===== src/rtl/pio_pkg.sv =====
package pio_pkg;
    localparam int unsigned PORT_W  = 8;
    localparam int unsigned N_PORTS = 3;
    localparam int unsigned ADDR_W  = 2;
    localparam int unsigned IDX_W   = $clog2(PORT_W);

    typedef enum logic [ADDR_W-1:0] {
        SEL_A    = 2'd0,
        SEL_B    = 2'd1,
        SEL_C    = 2'd2,
        SEL_CTRL = 2'd3
    } sel_e;

    typedef struct packed {
        logic [PORT_W-1:0]  lat_a;
        logic [PORT_W-1:0]  lat_b;
        logic [PORT_W-1:0]  lat_c;
        logic               in_a;
        logic               in_b;
        logic               in_ch;
        logic               in_cl;
        logic [PORT_W-1:0]  rdata;
        logic [N_PORTS-1:0] wr_stb;
        logic [N_PORTS-1:0] rd_stb;
        logic               err;
    } pio_state_t;
endpackage


===== src/rtl/pio_cmd_decode.sv =====
module pio_cmd_decode
    import pio_pkg::*;
(
    input  logic [PORT_W-1:0] word_i,
    output logic              is_bit_op_o,
    output logic [IDX_W-1:0]  bit_idx_o,
    output logic              bit_val_o,
    output logic              cfg_ok_o,
    output logic              in_a_o,
    output logic              in_b_o,
    output logic              in_ch_o,
    output logic              in_cl_o
);
    always_comb begin
        is_bit_op_o = ~word_i[7];
        bit_idx_o   = word_i[3:1];
        bit_val_o   = word_i[0];
        cfg_ok_o    = word_i[7] && (word_i[6:5] == 2'b00) && !word_i[2];
        in_a_o      = word_i[4];
        in_ch_o     = word_i[3];
        in_b_o      = word_i[1];
        in_cl_o     = word_i[0];
    end
endmodule


===== src/rtl/pio_pin_view.sv =====
module pio_pin_view #(
    parameter int unsigned WIDTH = 8,
    parameter int unsigned SEGS  = 1
) (
    input  logic [WIDTH-1:0] latch_i,
    input  logic [WIDTH-1:0] pin_i,
    input  logic [SEGS-1:0]  seg_in_i,
    output logic [WIDTH-1:0] view_o
);
    localparam int unsigned SEG_W = WIDTH / SEGS;

    for (genvar s = 0; s < SEGS; s++) begin : g_seg
        assign view_o[s*SEG_W +: SEG_W] = seg_in_i[s] ? pin_i[s*SEG_W +: SEG_W]
                                                      : latch_i[s*SEG_W +: SEG_W];
    end

    initial begin
        a_seg_fit_chk: assert (SEG_W * SEGS == WIDTH);
    end
endmodule


===== src/rtl/pio_triport.sv =====
module pio_triport
    import pio_pkg::*;
(
    input  logic                clk_i,
    input  logic                rst_ni,
    input  logic                bus_sel_i,
    input  logic                bus_we_i,
    input  logic [ADDR_W-1:0]   bus_addr_i,
    input  logic [PORT_W-1:0]   bus_wdata_i,
    output logic [PORT_W-1:0]   rdata_o,
    input  logic [PORT_W-1:0]   pa_pin_i,
    input  logic [PORT_W-1:0]   pb_pin_i,
    input  logic [PORT_W-1:0]   pc_pin_i,
    output logic [PORT_W-1:0]   pa_out_o,
    output logic [PORT_W-1:0]   pb_out_o,
    output logic [PORT_W-1:0]   pc_out_o,
    output logic                pa_oe_o,
    output logic                pb_oe_o,
    output logic                pch_oe_o,
    output logic                pcl_oe_o,
    output logic [N_PORTS-1:0]  wr_stb_o,
    output logic [N_PORTS-1:0]  rd_stb_o,
    output logic                mode_err_o
);
    pio_state_t st_d, st_q;

    logic             is_bit_op, bit_val, cfg_ok;
    logic [IDX_W-1:0] bit_idx;
    logic             cfg_a, cfg_b, cfg_ch, cfg_cl;
    logic [PORT_W-1:0] view_a, view_b, view_c;

    pio_cmd_decode u_dec (
        .word_i      (bus_wdata_i),
        .is_bit_op_o (is_bit_op),
        .bit_idx_o   (bit_idx),
        .bit_val_o   (bit_val),
        .cfg_ok_o    (cfg_ok),
        .in_a_o      (cfg_a),
        .in_b_o      (cfg_b),
        .in_ch_o     (cfg_ch),
        .in_cl_o     (cfg_cl)
    );

    pio_pin_view #(.WIDTH(PORT_W), .SEGS(1)) u_view_a (
        .latch_i (st_q.lat_a), .pin_i (pa_pin_i), .seg_in_i (st_q.in_a), .view_o (view_a)
    );
    pio_pin_view #(.WIDTH(PORT_W), .SEGS(1)) u_view_b (
        .latch_i (st_q.lat_b), .pin_i (pb_pin_i), .seg_in_i (st_q.in_b), .view_o (view_b)
    );
    pio_pin_view #(.WIDTH(PORT_W), .SEGS(2)) u_view_c (
        .latch_i (st_q.lat_c), .pin_i (pc_pin_i),
        .seg_in_i ({st_q.in_ch, st_q.in_cl}), .view_o (view_c)
    );

    always_comb begin
        st_d        = st_q;
        st_d.wr_stb = '0;
        st_d.rd_stb = '0;
        if (bus_sel_i) begin
            if (bus_we_i) begin
                unique case (sel_e'(bus_addr_i))
                    SEL_A: begin st_d.lat_a = bus_wdata_i; st_d.wr_stb = 3'b001; end
                    SEL_B: begin st_d.lat_b = bus_wdata_i; st_d.wr_stb = 3'b010; end
                    SEL_C: begin st_d.lat_c = bus_wdata_i; st_d.wr_stb = 3'b100; end
                    SEL_CTRL: begin
                        if (is_bit_op) begin
                            st_d.lat_c[bit_idx] = bit_val;
                        end else if (cfg_ok) begin
                            st_d.in_a  = cfg_a;
                            st_d.in_b  = cfg_b;
                            st_d.in_ch = cfg_ch;
                            st_d.in_cl = cfg_cl;
                            st_d.lat_a = '0;
                            st_d.lat_b = '0;
                            st_d.lat_c = '0;
                        end else begin
                            st_d.err = 1'b1;
                        end
                    end
                    default: ;
                endcase
            end else begin
                unique case (sel_e'(bus_addr_i))
                    SEL_A:    begin st_d.rdata = view_a; st_d.rd_stb = 3'b001; end
                    SEL_B:    begin st_d.rdata = view_b; st_d.rd_stb = 3'b010; end
                    SEL_C:    begin st_d.rdata = view_c; st_d.rd_stb = 3'b100; end
                    SEL_CTRL: st_d.rdata = '0;
                    default: ;
                endcase
            end
        end
    end

    always_ff @(posedge clk_i or negedge rst_ni) begin
        if (!rst_ni) begin
            st_q       <= '0;
            st_q.in_a  <= 1'b1;
            st_q.in_b  <= 1'b1;
            st_q.in_ch <= 1'b1;
            st_q.in_cl <= 1'b1;
        end else begin
            st_q <= st_d;
        end
    end

    assign rdata_o    = st_q.rdata;
    assign pa_out_o   = st_q.lat_a;
    assign pb_out_o   = st_q.lat_b;
    assign pc_out_o   = st_q.lat_c;
    assign pa_oe_o    = ~st_q.in_a;
    assign pb_oe_o    = ~st_q.in_b;
    assign pch_oe_o   = ~st_q.in_ch;
    assign pcl_oe_o   = ~st_q.in_cl;
    assign wr_stb_o   = st_q.wr_stb;
    assign rd_stb_o   = st_q.rd_stb;
    assign mode_err_o = st_q.err;


    wr_strobe_follows_chk: assert property (@(posedge clk_i) disable iff (!rst_ni)
        (bus_sel_i && bus_we_i && bus_addr_i == 2'd1) |=> (wr_stb_o == 3'b010));

    no_stray_wr_strobe_chk: assert property (@(posedge clk_i) disable iff (!rst_ni)
        !(bus_sel_i && bus_we_i) |=> (wr_stb_o == 3'b000));

    rd_strobe_single_chk: assert property (@(posedge clk_i) disable iff (!rst_ni)
        $onehot0(rd_stb_o));

    bit_op_keeps_rest_chk: assert property (@(posedge clk_i) disable iff (!rst_ni)
        (bus_sel_i && bus_we_i && bus_addr_i == 2'd3 && !bus_wdata_i[7]) |=>
        ((pc_out_o ^ $past(pc_out_o)) & ~(8'd1 << $past(bus_wdata_i[3:1]))) == 8'd0);

    cfg_clears_latch_chk: assert property (@(posedge clk_i) disable iff (!rst_ni)
        (bus_sel_i && bus_we_i && bus_addr_i == 2'd3 && bus_wdata_i[7]
         && bus_wdata_i[6:5] == 2'b00 && !bus_wdata_i[2]) |=>
        (pa_out_o == 8'd0 && pb_out_o == 8'd0 && pc_out_o == 8'd0));

    err_sticky_chk: assert property (@(posedge clk_i) disable iff (!rst_ni)
        mode_err_o |=> mode_err_o);

    refused_keeps_dir_chk: assert property (@(posedge clk_i) disable iff (!rst_ni)
        (bus_sel_i && bus_we_i && bus_addr_i == 2'd3 && bus_wdata_i[7]
         && (bus_wdata_i[6:5] != 2'b00 || bus_wdata_i[2])) |=>
        ($stable(pa_oe_o) && $stable(pb_oe_o) && $stable(pch_oe_o) && $stable(pcl_oe_o)
         && mode_err_o));

    ctrl_read_zero_chk: assert property (@(posedge clk_i) disable iff (!rst_ni)
        (bus_sel_i && !bus_we_i && bus_addr_i == 2'd3) |=>
        (rdata_o == 8'd0 && rd_stb_o == 3'b000));
endmodule


===== config.mk =====
export PLATFORM = sky130hd
export DESIGN_NAME = pio_triport
export DESIGN_NICKNAME = d
export VERILOG_FILES = /design/src/rtl/pio_pkg.sv /design/src/rtl/pio_cmd_decode.sv /design/src/rtl/pio_pin_view.sv /design/src/rtl/pio_triport.sv
export SDC_FILE = /design/constraint.sdc
export NUM_CORES = 1
export LEC_CHECK = 0
export BUFFER_PORTS_ARGS = -buffer_cell sky130_fd_sc_hd__buf_2
export CAP_MARGIN = 15
export CORE_AREA = 2 2 79 81
export DETAILED_ROUTE_END_ITERATION = 12
export DIE_AREA = 0 0 81 83
export GPL_TIMING_DRIVEN = 0
export PLACE_DENSITY = 0.86
export SLEW_MARGIN = 0
export SYNTH_ARGS = -nofsm -noshare
export SYNTH_HDL_FRONTEND = slang
export SYNTH_SLANG_ARGS = --single-unit
export TNS_END_PERCENT = 1

===== constraint.sdc =====
create_clock -name clk_i -period 1.6 [get_ports clk_i]
set_clock_uncertainty 0.1 [all_clocks]
set_input_delay 0.24 -clock clk_i [delete_from_list [all_inputs] [get_ports clk_i]]
set_output_delay 0.24 -clock clk_i [all_outputs]
set_load 0.005 [all_outputs]

-- After elaboration in Yosys (flattened, before gate mapping)
Index checks and enable logic that the tools add are counted.
- register bits after elaboration: 43
- input port bits: 38
- output and inout bits: 43
- word-level logic and storage cells: 62
- $lt $le $gt $ge: 2
- equality and inequality tests: 6
- mux-type cells: 22
- bitwise logic cells: 6
- reductions and logical operators: 15
- operators with widths (cell ; number):
    8-bit one-hot mux with 2 select lines ; 3
    8-bit one-hot mux with 4 select lines ; 1
    28-bit 2-to-1 mux ; 1
    8-bit 2-to-1 mux ; 3
    5-bit AND reduction ; 4
    16-bit 2-to-1 mux ; 1
    3-bit one-hot mux with 3 select lines ; 1
    8-bit bitwise mux ; 1
    4-bit 2-to-1 mux ; 2
    7-bit 2-to-1 mux ; 1
    3-bit 2-to-1 mux ; 2
    1-bit inverter ; 6
    2-bit nonzero test ; 3
    1-bit 2-to-1 mux ; 5
    2-bit == test, second input constant ; 2
    2-bit zero test ; 2
    3-bit by 4-bit < comparator with 1-bit output, second input constant ; 1
    2-bit inequality test, second input constant ; 2
    4-bit AND reduction ; 1
    1-bit demux with 3-bit select ; 1
    3-bit by 1-bit >= comparator with 1-bit output, second input constant ; 1
    1-bit logical AND ; 3
    3-bit inequality test, second input constant ; 1
    2-bit by 1-bit == test with 1-bit output, second input constant ; 1
    2 further kinds ; 2

-- Logic depth before layout (Yosys ltp)
Gate-level depths: netlist of run 1.
- word-level depth: 8
- mapped depth: 6
- mapped depth without buffers: 4

-- By module
Synthesis of run 1 repeated with hierarchy kept, for this count alone.
- cells, all modules: 256
- area total of the unflattened synthesis: 2824.0 µm²
- by module, submodules not included (module ; times used ; cells each ; area each (µm²) ; seq. area each (µm²)):
    pio_triport ; 1 ; 220 ; 2392.3 ; 1081.0
    pio_pin_view (u_view_a ...) ; 2 ; 9 ; 131.4 ; 0.0
    pio_pin_view (u_view_c) ; 1 ; 8 ; 90.1 ; 0.0
    pio_cmd_decode ; 1 ; 10 ; 78.8 ; 0.0

-- Worst setup path before layout of run 1
Ideal clock, no wire load.
- path kind: flip-flop to flip-flop
- start: register st_q[17] (netlist name)
- end: register st_q, in the netlist rdata_o[0]
- library setup time: 77 ps
- arrival: 1399 ps
- data required time: 1423 ps
- path slack: 23 ps
- stages on the path, launching flop included: 5
- path buffers: 1
- period minus slack after synthesis: 1577 ps
- cell sequence: dfstp_2 clkbuf_1 mux2i_1 a211o_1 a21oi_1
- cells in the longest elaborated chain, start to end: 2
- RTL lines (item ; line ; text):
    from (decl) ; pio_triport.sv:25 ; pio_state_t st_d, st_q;
    from (signal assigned) ; pio_triport.sv:102 ; st_q <= st_d;
    8-bit 2-to-1 mux ; pio_pin_view.sv:13 ; assign view_o[s*SEG_W +: SEG_W] = seg_in_i[s] ? pin_i[s*SEG_W +: SEG_W]
    8-bit one-hot mux with 4 select lines ; pio_triport.sv:83 ; unique case (sel_e'(bus_addr_i))
Every way passes these cells.
A chain may end at the register's enable or synchronous reset.

-- Worst setup path in the final report of run 1
- start: input port bus_wdata_i[7]
- end: register st_q, in the netlist pa_out_o[4]
- cells in the longest elaborated chain, start to end: 4
- elaborated cells between the ends (all ways): 5
- classes of those cells: 2 x eq/ne; 3 x reduce/logical
- RTL lines (item ; line ; text):
    from (decl) ; pio_triport.sv:9 ; input logic [PORT_W-1:0] bus_wdata_i,
    1-bit logical AND (2 in series) ; pio_cmd_decode.sv:18 ; cfg_ok_o = word_i[7] && (word_i[6:5] == 2'b00) && !word_i[2];
    2-bit inequality test (no line) ; n/a ;
    5-bit AND reduction (no line) * ; n/a ;
Every way passes the cells marked *; elsewhere a longest branch is shown, timed or not.

==> metrics.txt, run 1 <==
first-pass GRT wire length=between 10,000 and 15,000 um; Area Overhead vs Synth=22.5%; Gate Count Post-Synth=~270; Ys Warns=0; Via Count=roughly 2.3k; Critical Path Max Stage Delay=roughly 380 ps; H-Tree Depth=2; ANT nets after route=0; # port buffers=77; initial antenna violation count=0; Seq/Total Area, Yosys=0.414; setup violators final=0; largest net degree at the start of global routing=44; grt total ovfl=0; Worst-Skew Late Latency=roughly 290 ps; clk sinks=43; number of global-route vias before repair=~2.2k; n_diodes=0; WP data required=1690 ps; Final Util=0.549; syn avg cell area=9.81 sq um; Reg-to-Reg End=rdata_o[1]$_DFFE_PN0P_; Post-DP HPWL=about 5200 um; Worst VDD drop=approximately 0.6 mV; P_leak=roughly 1.6 nW; Multi-input gate area=around 1100 sq um; PwrDens=between 900 and 1000 nW/um^2; unrepaired setup endpoints after global routing=true; fin cells=approximately 430; Critical R2R Launch=st_q[18]$_DFFE_PN1P_; max-slew violation count=0; fraction of met1 tracks used by global routing=0.300; # placed instances=418; Worst path slowest cell=clkbuf_1; Synth Flop Type=dfrtp_1; die extent in x=81 um; Num CTS Buffers=5; iteration-0 DRC count of the detailed router=about 200; Core ar.=5820 sq um; Fill cells=534; Hold Crit Class=input pin to asynchronous set/reset pin; Clock transition at path regs=around 80 ps; fin crit period=approximately 1600 ps; max-cap violation count=0; Total Routing Usage GR=0.206; met2 GRT Util=0.308; die height=83 um; R2R depth=4; FF/Latch Area=about 1100 sq um; Fin. Hold Viols=4; Final GP Congestion=0.881; Longest Clk Path Bufs=2; GRT busiest layer=met2; Synth Cell Area=roughly 2600 sq um; DRT Pass-1 Iters=4; Crit. End Element=register; die area=just under 7000 sq um; Max-slew headroom=0.351; slew at the pin closest to its max-slew limit=973 ps; CTS tree=done; remaining routing DRC violations=0; met3 GRT Util=0.0370; #FFs+latches synth=43; fraction of registers with async set/reset=1.00; I/O Pins=81; Setup crit start kind=input pin; initial core utilization=0.449; layout cell share with drive strength beyond 1=0.431; crit-path max FO=9; CTS Hold Bufs=0; Worst R2R Setup Slack=about 100 ps; Arrival @ worst endpoint=1650 ps; Peak Freq=0.640 GHz; post-route cell area=3200 sq um; worst hold slack=-9.36 ps; placed cell areas=3090 sq um; root buffer cell=clkbuf_8; critical path class=input pin to register; Distinct cells, synth=between 40 and 50; DR WL/cell=approximately 16 um; failing checks=negative hold slack; Post-synth EDFFs=0; drt total wl=between 6000 and 7000 um; nets@finish=387; crit-path cells=clkbuf_1 -> nand3_1 -> o22ai_1 -> nand3_2 -> a22o_1; site row count=28; Via density=5.51; syn nets=~300; part of the cycle the worst path needs=0.977; status=finished, violations left
[layout by cell type, fill, tap and decap left out, types with 2 or more instances in the layout]
| cell | Yosys | layout |
|---|---|---|
| nand2_1 | 11 | 11 |
| inv_1 | 7 | 6 |
| o21ai_1 | 3 | 3 |
| a211o_1 | 8 | 8 |
| nand2b_1 | 3 | 3 |
| a2bb2oi_2 | 2 | 2 |
| a21oi_1 | 19 | 19 |
| mux2i_1 | 8 | 8 |
| buf_4 | 38 | 38 |
| a31oi_1 | 2 | 2 |
| mux2_2 | 8 | 8 |
| a22o_1 | 16 | 16 |
| nand3_1 | 4 | 4 |
| a221oi_2 | 2 | 2 |
| a2bb2oi_1 | 2 | 2 |
| clkbuf_8 | 0 | 5 |
| nor2b_1 | 12 | 12 |
| o31ai_1 | 2 | 2 |
| dfrtp_1 | 39 | 39 |
| buf_6 | 2 | 3 |
| dfstp_2 | 4 | 4 |
| buf_2 | 2 | 78 |
| o21ai_0 | 9 | 9 |
| nor2_1 | 16 | 16 |
| a211oi_1 | 8 | 8 |
| clkbuf_1 | 14 | 13 |
| nor3_1 | 4 | 4 |
[worst max-delay path: cells and delay by family]
family | cells | cell delay [ps]
compound gates | 2 | 510
buf+inv | 1 | 380
simple gates | 2 | 510
[per-layer routing]
metal / wire length, um / share of wire
met2: 3210 / 0.47
met3: 506 / 0.075
met1: 2920 / 0.43
met4: 142 / 0.021
met5: 0 / 0
[power breakdown]
part,switching (W),internal (W)
clock network,0.000368,0.000305
registers,0.000170,0.00127
logic,0.000384,0.000563
[registers in the layout, indices dropped and copies added (netlist names)]
name / flops
pb_out_o: 8
rdata_o: 8
st_q: 4
rd_stb_o: 3
mode_err_o: 1
pc_out_o: 8
pa_out_o: 8
wr_stb_o: 3
[what timing repair did]
item                                    in CTS  in global routing
endpoints found under the setup margin      10                 10
buffers inserted                             0                  0
resized for setup                            4                  4
[cell usage after synthesis (all sizes together), types with 2 or more instances]
cell type	count	area, sq um
a211o	8	70.1
a211oi	8	60.1
a21oi	20	111
a221oi	2	30.0
a22o	16	140
a2bb2oi	4	47.6
a31oi	3	33.8
buf	42	318
clkbuf	14	52.6
dfrtp	39	976
dfstp	4	105
inv	7	26.3
mux2	8	90.1
mux2i	8	80.1
nand2	11	41.3
nand2b	3	18.8
nand3	5	30.0
nand4	2	18.8
nor2	17	71.3
nor2b	12	75.1
nor3	6	40.0
o21ai	12	60.1
o31ai	2	15.0
[how the worst max path moves through the flow]
stage | start | to | slack (ps) | depth (start not counted)
after global routing | bus_wdata_i[7] | pa_out_o[4]$_DFFE_PN0P_ | -60 | 5
after global placement | bus_wdata_i[6] | pb_out_o[7]$_DFFE_PN0P_ | -170 | 6
after detailed placement | bus_wdata_i[6] | st_q[16]$_DFFE_PN1P_ | -200 | 6
after floorplan | st_q[17]$_DFFE_PN1P_ | rdata_o[0]$_DFFE_PN0P_ | 20 | 4
final | bus_wdata_i[7] | pa_out_o[4]$_DFFE_PN0P_ | 40 | 5
after CTS | st_q[18]$_DFFE_PN1P_ | pa_oe_o | 5 | 3
[cell families (layout without fill, tap and decap cells)]
group                  count (synthesis)  in the layout  synth area share
buffers and inverters                 63            147             0.152
and+or+nand+nor                       62             62             0.130
DFF                                   43             43             0.414
AOI/OAI and AO/OA                     82             82             0.239
muxes                                 16             16            0.0652
[metrics by stage]
stage / worst slack [ps] / total power, W / TNS [ps]
after global placement: -167 / 0.00236 / -4310
after detailed placement: -198 / 0.00239 / -5450
final: 36.9 / 0.00306 / 0
after global routing: -64.8 / 0.00322 / -402
after CTS: 5.26 / 0.00305 / 0
after floorplan: 23.5 / 0.00202 / 0
[area by class of cell]
| type | instances | area share |
|---|---|---|
| Sequential cell | 43 | 0.338 |
| Clock inverter | 2 | 0.00392 |
| Clock buffer | 6 | 0.0227 |
| Timing Repair Buffer | 77 | 0.123 |
| Tap cell | 75 | 0.0294 |
| Inverter | 7 | 0.00901 |
| Buffer | 55 | 0.118 |
| Multi-Input combinational cell | 160 | 0.356 |
(Power assumes the default switching activity.)
==> run 2: changes to the inputs <==
--- a/config.mk
+++ b/config.mk
@@ -11,7 +11,7 @@
 export DETAILED_ROUTE_END_ITERATION = 12
 export DIE_AREA = 0 0 81 83
 export GPL_TIMING_DRIVEN = 0
-export PLACE_DENSITY = 0.86
+export PLACE_DENSITY_LB_ADDON = 0.25
 export SLEW_MARGIN = 0
 export SYNTH_ARGS = -nofsm -noshare
 export SYNTH_HDL_FRONTEND = slang
==> run 2 against run 1 <==
The run still ends with negative hold slack left. Setup slack worse by 0.60 ps. Non-clock buffer count unchanged. Global-route usage up 0.69 points. Sequential share of layout area shrank 0.29 points. Total power increased by 6.0%. Via count shrank 6.0%. Core utilization grew 0.47 points. First-iteration DRC count decreased by 15%. Critical endpoint is now pa_oe_o. Largest cell class unchanged. Largest power group unchanged.
==> metrics.txt, run 2 (synthesis gave the netlist of run 1 again) <==
max-cap violation count=0; layout cell share with drive strength beyond 1=0.437; clk sinks=between 40 and 50; Hold Crit Class=input pin to asynchronous set/reset pin; ANT nets after route=0; n_diodes=0; H-Tree Depth=2; DRT Pass-1 Iters=4; initial core utilization=0.449; WP data required=~1300 ps; share of power burned in registers=0.446; # placed instances=418; GRT busiest layer=met2; setup violators final=0; cell internal pwr=between 0.002 and 0.0025 W; fraction of met1 tracks used by global routing=0.315; remaining routing DRC violations=0; P_leak=1.62 nW; first-pass GRT wire length=around 11,000 um; root buffer cell=clkbuf_8; failing checks=negative hold slack; Max-slew headroom=0.362; die height=between 80 and 90 um; Via Count=between 2k and 2.5k; Post-DP HPWL=5100 um; PwrDens=roughly 1000 nW/um^2; Peak Freq=~0.64 GHz; slew at the pin closest to its max-slew limit=957 ps; drt total wl=6800 um; Logic pwr share=0.290; Setup crit start kind=register; I/O Pins=just over 80; initial antenna violation count=0; Core ar.=between 5000 and 6000 sq um; max-slew violation count=0; part of the cycle the worst path needs=0.977; CTS tree=done; Total Routing Usage GR=0.213; number of global-route vias before repair=between 2k and 2.5k; met2 GRT Util=0.316; most frequent cells in the layout=buf_2 (78), dfrtp_1 (39), buf_4 (38), a21oi_1 (19); Clock transition at path regs=approximately 90 ps; status=finished, violations left; Worst VDD drop=just under 0.4 mV; Area Overhead vs Synth=23.5%; critical path class=register to output port; Worst-Skew Late Latency=roughly 300 ps; site row count=28; crit-path max FO=10; Crit. End Element=output port; Longest Clk Path Bufs=2; pre-CTS setup slack=-193 ps; fin crit period=between 1500 and 2000 ps; Via density=about 5.2; # port buffers=77; DR WL/cell=approximately 16 um; grt total ovfl=0; Clk network pwr share=0.264; switching power=roughly 0.00095 W; most common cell after layout, fill and taps aside=buf_2; Fill cells=between 500 and 600; iteration-0 DRC count of the detailed router=166; worst hold slack=-19.5 ps; met3 GRT Util=0.0359; Num CTS Buffers=5; Arrival @ worst endpoint=approximately 1200 ps; nets@finish=around 390; worst setup margin=~36 ps; setup_tns=0 ps; die extent in x=a little over 80 um; unrepaired setup endpoints after global routing=true; die area=~6700 sq um; Final GP Congestion=around 0.86; Net Sw Frac=0.292; largest net degree at the start of global routing=44; Fin. Hold Viols=20; fin cells=425
run 2: final timing paths:
kind | slack, ps | cells past startpoint | end | start
max | 40 | 3 | pa_oe_o | st_q[18]$_DFFE_PN1P_
min | -20 | 1 | pc_out_o[2]$_DFFE_PN0P_ | rst_ni
max reg2reg | 70 | 5 | rdata_o[7]$_DFFE_PN0P_ | st_q[18]$_DFFE_PN1P_
min reg2reg | 370 | 1 | mode_err_o$_DFFE_PN0P_ | mode_err_o$_DFFE_PN0P_
max in group asynchronous | 820 | 1 | rdata_o[6]$_DFFE_PN0P_ | rst_ni
min in group clk_i | 110 | 3 | st_q[18]$_DFFE_PN1P_ | bus_wdata_i[4]
run 2: power groups by stage:
stage	logic [W]	registers, W	clock network (W)
2_1_floorplan	0.000629	0.00139	0
3_3_place_gp	0.000928	0.00144	0
3_5_place_dp	0.000943	0.00145	0
4_1_cts	0.000940	0.00144	0.000870
5_1_grt	0.00103	0.00147	0.000931
6_report	0.000941	0.00145	0.000855
run 2: stage by stage:
step / area (sq um) / utilization / total power [W]
after detailed placement: 3090 / 0.531 / 0.00239
after CTS: 3210 / 0.551 / 0.00325
final: 3220 / 0.554 / 0.00324
after global routing: 3220 / 0.554 / 0.00344
after floorplan: 2610 / - / 0.00202
after global placement: 3090 / 0.531 / 0.00237
run 2: what timing repair did:
action                                  CTS  global route
hold buffers                              0             0
setup buffers                             0             0
gates resized for setup                   4             5
hold endpoints to repair                  0             0
endpoints found under the setup margin   10             9
run 2: critical path, stage by stage (launching register included):
cell,delay [ps]
dfstp_2,630
buf_8,160
inv_4,40
buf_6,100
run 2: cell type report:
| cell class | count | area [sq um] | area share |
|---|---|---|---|
| multi-input cells | 160 | 1140 | 0.353 |
| plain buffers | 55 | 378 | 0.117 |
| flip-flops and latches | 43 | 1080 | 0.335 |
| inverters | 7 | 28.8 | 0.00893 |
| clock buffers | 5 | 68.8 | 0.0214 |
| repair buffers | 77 | 392 | 0.122 |
| clock inverters | 3 | 43.8 | 0.0136 |
| well taps | 75 | 93.8 | 0.0291 |
run 2: metal layers:
layer	vias to the layer above	wire length, um
li1	1084	-
met1	1026	3120
met2	78	3120
met3	12	425
met4	0	138
met5	-	0
==> run 3: changes to the inputs <==
--- a/config.mk
+++ b/config.mk
@@ -7,9 +7,9 @@
 export LEC_CHECK = 0
 export BUFFER_PORTS_ARGS = -buffer_cell sky130_fd_sc_hd__buf_2
 export CAP_MARGIN = 15
-export CORE_AREA = 2 2 79 81
+export CORE_AREA = 2 2 76 78
 export DETAILED_ROUTE_END_ITERATION = 12
-export DIE_AREA = 0 0 81 83
+export DIE_AREA = 0 0 78 80
 export GPL_TIMING_DRIVEN = 0
 export PLACE_DENSITY_LB_ADDON = 0.25
 export SLEW_MARGIN = 0
==> constraint.sdc (replaced) <==
create_clock -name clk_i -period 1.85 [get_ports clk_i]
set_clock_uncertainty 0.1 [all_clocks]
set_input_delay 0.2775 -clock clk_i [delete_from_list [all_inputs] [get_ports clk_i]]
set_output_delay 0.2775 -clock clk_i [all_outputs]
set_load 0.005 [all_outputs]
==> run 3 against run 2 <==
The run now ends clean. Final area is 0.89% lower. Sequential cell count stayed put. Die area is 7.2% lower. Register-to-register slack better by 190 ps. Sequential power is 14% lower. Via count is 0.59% higher. Core utilization is 3.7 points higher. Setup slack better by 75 ps. Critical path type unchanged. Critical endpoint unchanged. Largest cell class unchanged.
==> metrics.txt, run 3 (synthesis gave the netlist of run 1 again) <==
remaining routing DRC violations=0; largest net degree at the start of global routing=44; Final GP Congestion=0.858; max-cap violation count=0; die extent in x=78 um; switching power=about 0.00083 W; Crit. End Element=output port; Fin. Hold Viols=0; Via Count=approximately 2.2k; site row count=27; nets@finish=between 300 and 400; setup bufs post-CTS=0; Clock transition at path regs=roughly 90 ps; Worst path slowest cell=dfstp_2; R2R depth=4; I/O Pins=81; setup_tns=0 ps; unrepaired setup endpoints after global routing=false; crit-path cells=clkbuf_2 -> inv_1 -> buf_2; Final Util=0.591; layout cell share with drive strength beyond 1=0.431; Area Overhead vs Synth=22.4%; WP data required=about 1500 ps; fin crit period=about 1700 ps; Tot Pwr=roughly 0.0028 W; post_cts resized=1; grt total ovfl=0; most frequent cells in the layout=buf_2 (79), dfrtp_1 (39), buf_4 (38), a21oi_1 (19); max-slew violation count=0; critical path class=register to output port; Worst VDD drop=roughly 0.44 mV; Arrival @ worst endpoint=between 1000 and 1500 ps; status=finished clean; H-Tree Depth=2; ANT nets after route=0; number of global-route vias before repair=about 2.1k; PwrDens=roughly 880 nW/um^2; drt total wl=a little under 7000 um; cell internal pwr=about 0.002 W; Worst-Skew Late Latency=approximately 300 ps; first-pass GRT wire length=10,900 um; share of power burned in registers=0.446; pre-CTS setup slack=between 3 and 4 ps; Logic pwr share=0.285; die height=~80 um; Peak Freq=0.575 GHz; Fill cells=533; Crit. Startpoint=st_q[18]$_DFFE_PN1P_; initial core utilization=0.483; P_leak=1.61 nW; Net Sw Frac=0.295; most common cell after layout, fill and taps aside=buf_2; Post-DP HPWL=between 5000 and 6000 um; CTS Hold Bufs=0; worst setup margin=111 ps; DRT Pass-1 Iters=4; DR WL/cell=between 15 and 20 um; slew at the pin closest to its max-slew limit=roughly 980 ps; iteration-0 DRC count of the detailed router=around 170; part of the cycle the worst path needs=0.940; Core ar.=roughly 5400 sq um; clk sinks=43; # port buffers=77; crit-path max FO=10; Clk network pwr share=0.269; initial antenna violation count=0; Critical Path Max Stage Delay=a little over 600 ps; CTS tree=done; Num CTS Buffers=5; n_diodes=0; Setup crit start kind=register; die area=6240 sq um; setup violators final=0; Total Routing Usage GR=0.229; Critical R2R Launch=st_q[18]$_DFFE_PN1P_; Via density=5.24; Max-slew headroom=0.346; root buffer cell=clkbuf_8; Hold Crit Class=input pin to asynchronous set/reset pin; Longest Clk Path Bufs=2
==> run 3: routing by layer <==
| layer | up-vias | global-route usage | routed length [um] |
|---|---|---|---|
| met5 | - | 0 | 0 |
| met2 | 65 | 0.346 | 3000 |
| li1 | 1085 | - | - |
| met4 | 0 | 0.0842 | 134 |
| met3 | 11 | 0.0475 | 291 |
| met1 | 1052 | 0.326 | 3300 |
==> run 3: final timing paths <==
check | endpoint | slack [ps]
min reg2reg | mode_err_o$_DFFE_PN0P_ | 390
min in group clk_i | st_q[18]$_DFFE_PN1P_ | 140
min | pc_out_o[2]$_DFFE_PN0P_ | 20
max | pa_oe_o | 110
max reg2reg | rdata_o[1]$_DFFE_PN0P_ | 260
max in group asynchronous | pa_out_o[0]$_DFFE_PN0P_ | 1010
==> run 3: per-stage QoR <==
stage / hold slack (ps) / cell area, sq um / std cells
after floorplan: -118 / 2610 / 266
after global routing: 111 / 3190 / 422
after detailed placement: 353 / 3080 / 415
after CTS: 58.5 / 3190 / 422
final: 23.0 / 3190 / 422
after global placement: 360 / 3080 / 415
==> run 3: cell type report <==
type | instances | area (sq um) | share of cell area
multi-input cells | 160 | 1130 | 0.354
clock inverters | 3 | 43.8 | 0.0137
plain buffers | 55 | 368 | 0.115
inverters | 7 | 26.3 | 0.00823
clock buffers | 5 | 68.8 | 0.0215
flip-flops and latches | 43 | 1080 | 0.338
repair buffers | 77 | 385 | 0.121
well taps | 72 | 90.1 | 0.0282
==> run 3: critical path, delay by kind of cell (launching register included) <==
| kind | cells | cell delay (ps) |
|---|---|---|
| DFF | 1 | 610 |
| buffers and inverters | 3 | 450 |
==> run 3: power by group through the flow <==
| stage | clock, W | sequential, W | combinational [W] |
|---|---|---|---|
| global placement | 0 | 0.00125 | 0.000803 |
| floorplan | 0 | 0.00120 | 0.000544 |
| detailed placement | 0 | 0.00125 | 0.000818 |
| global route | 0.000793 | 0.00127 | 0.000883 |
| finish | 0.000754 | 0.00125 | 0.000799 |
| CTS | 0.000760 | 0.00125 | 0.000808 |
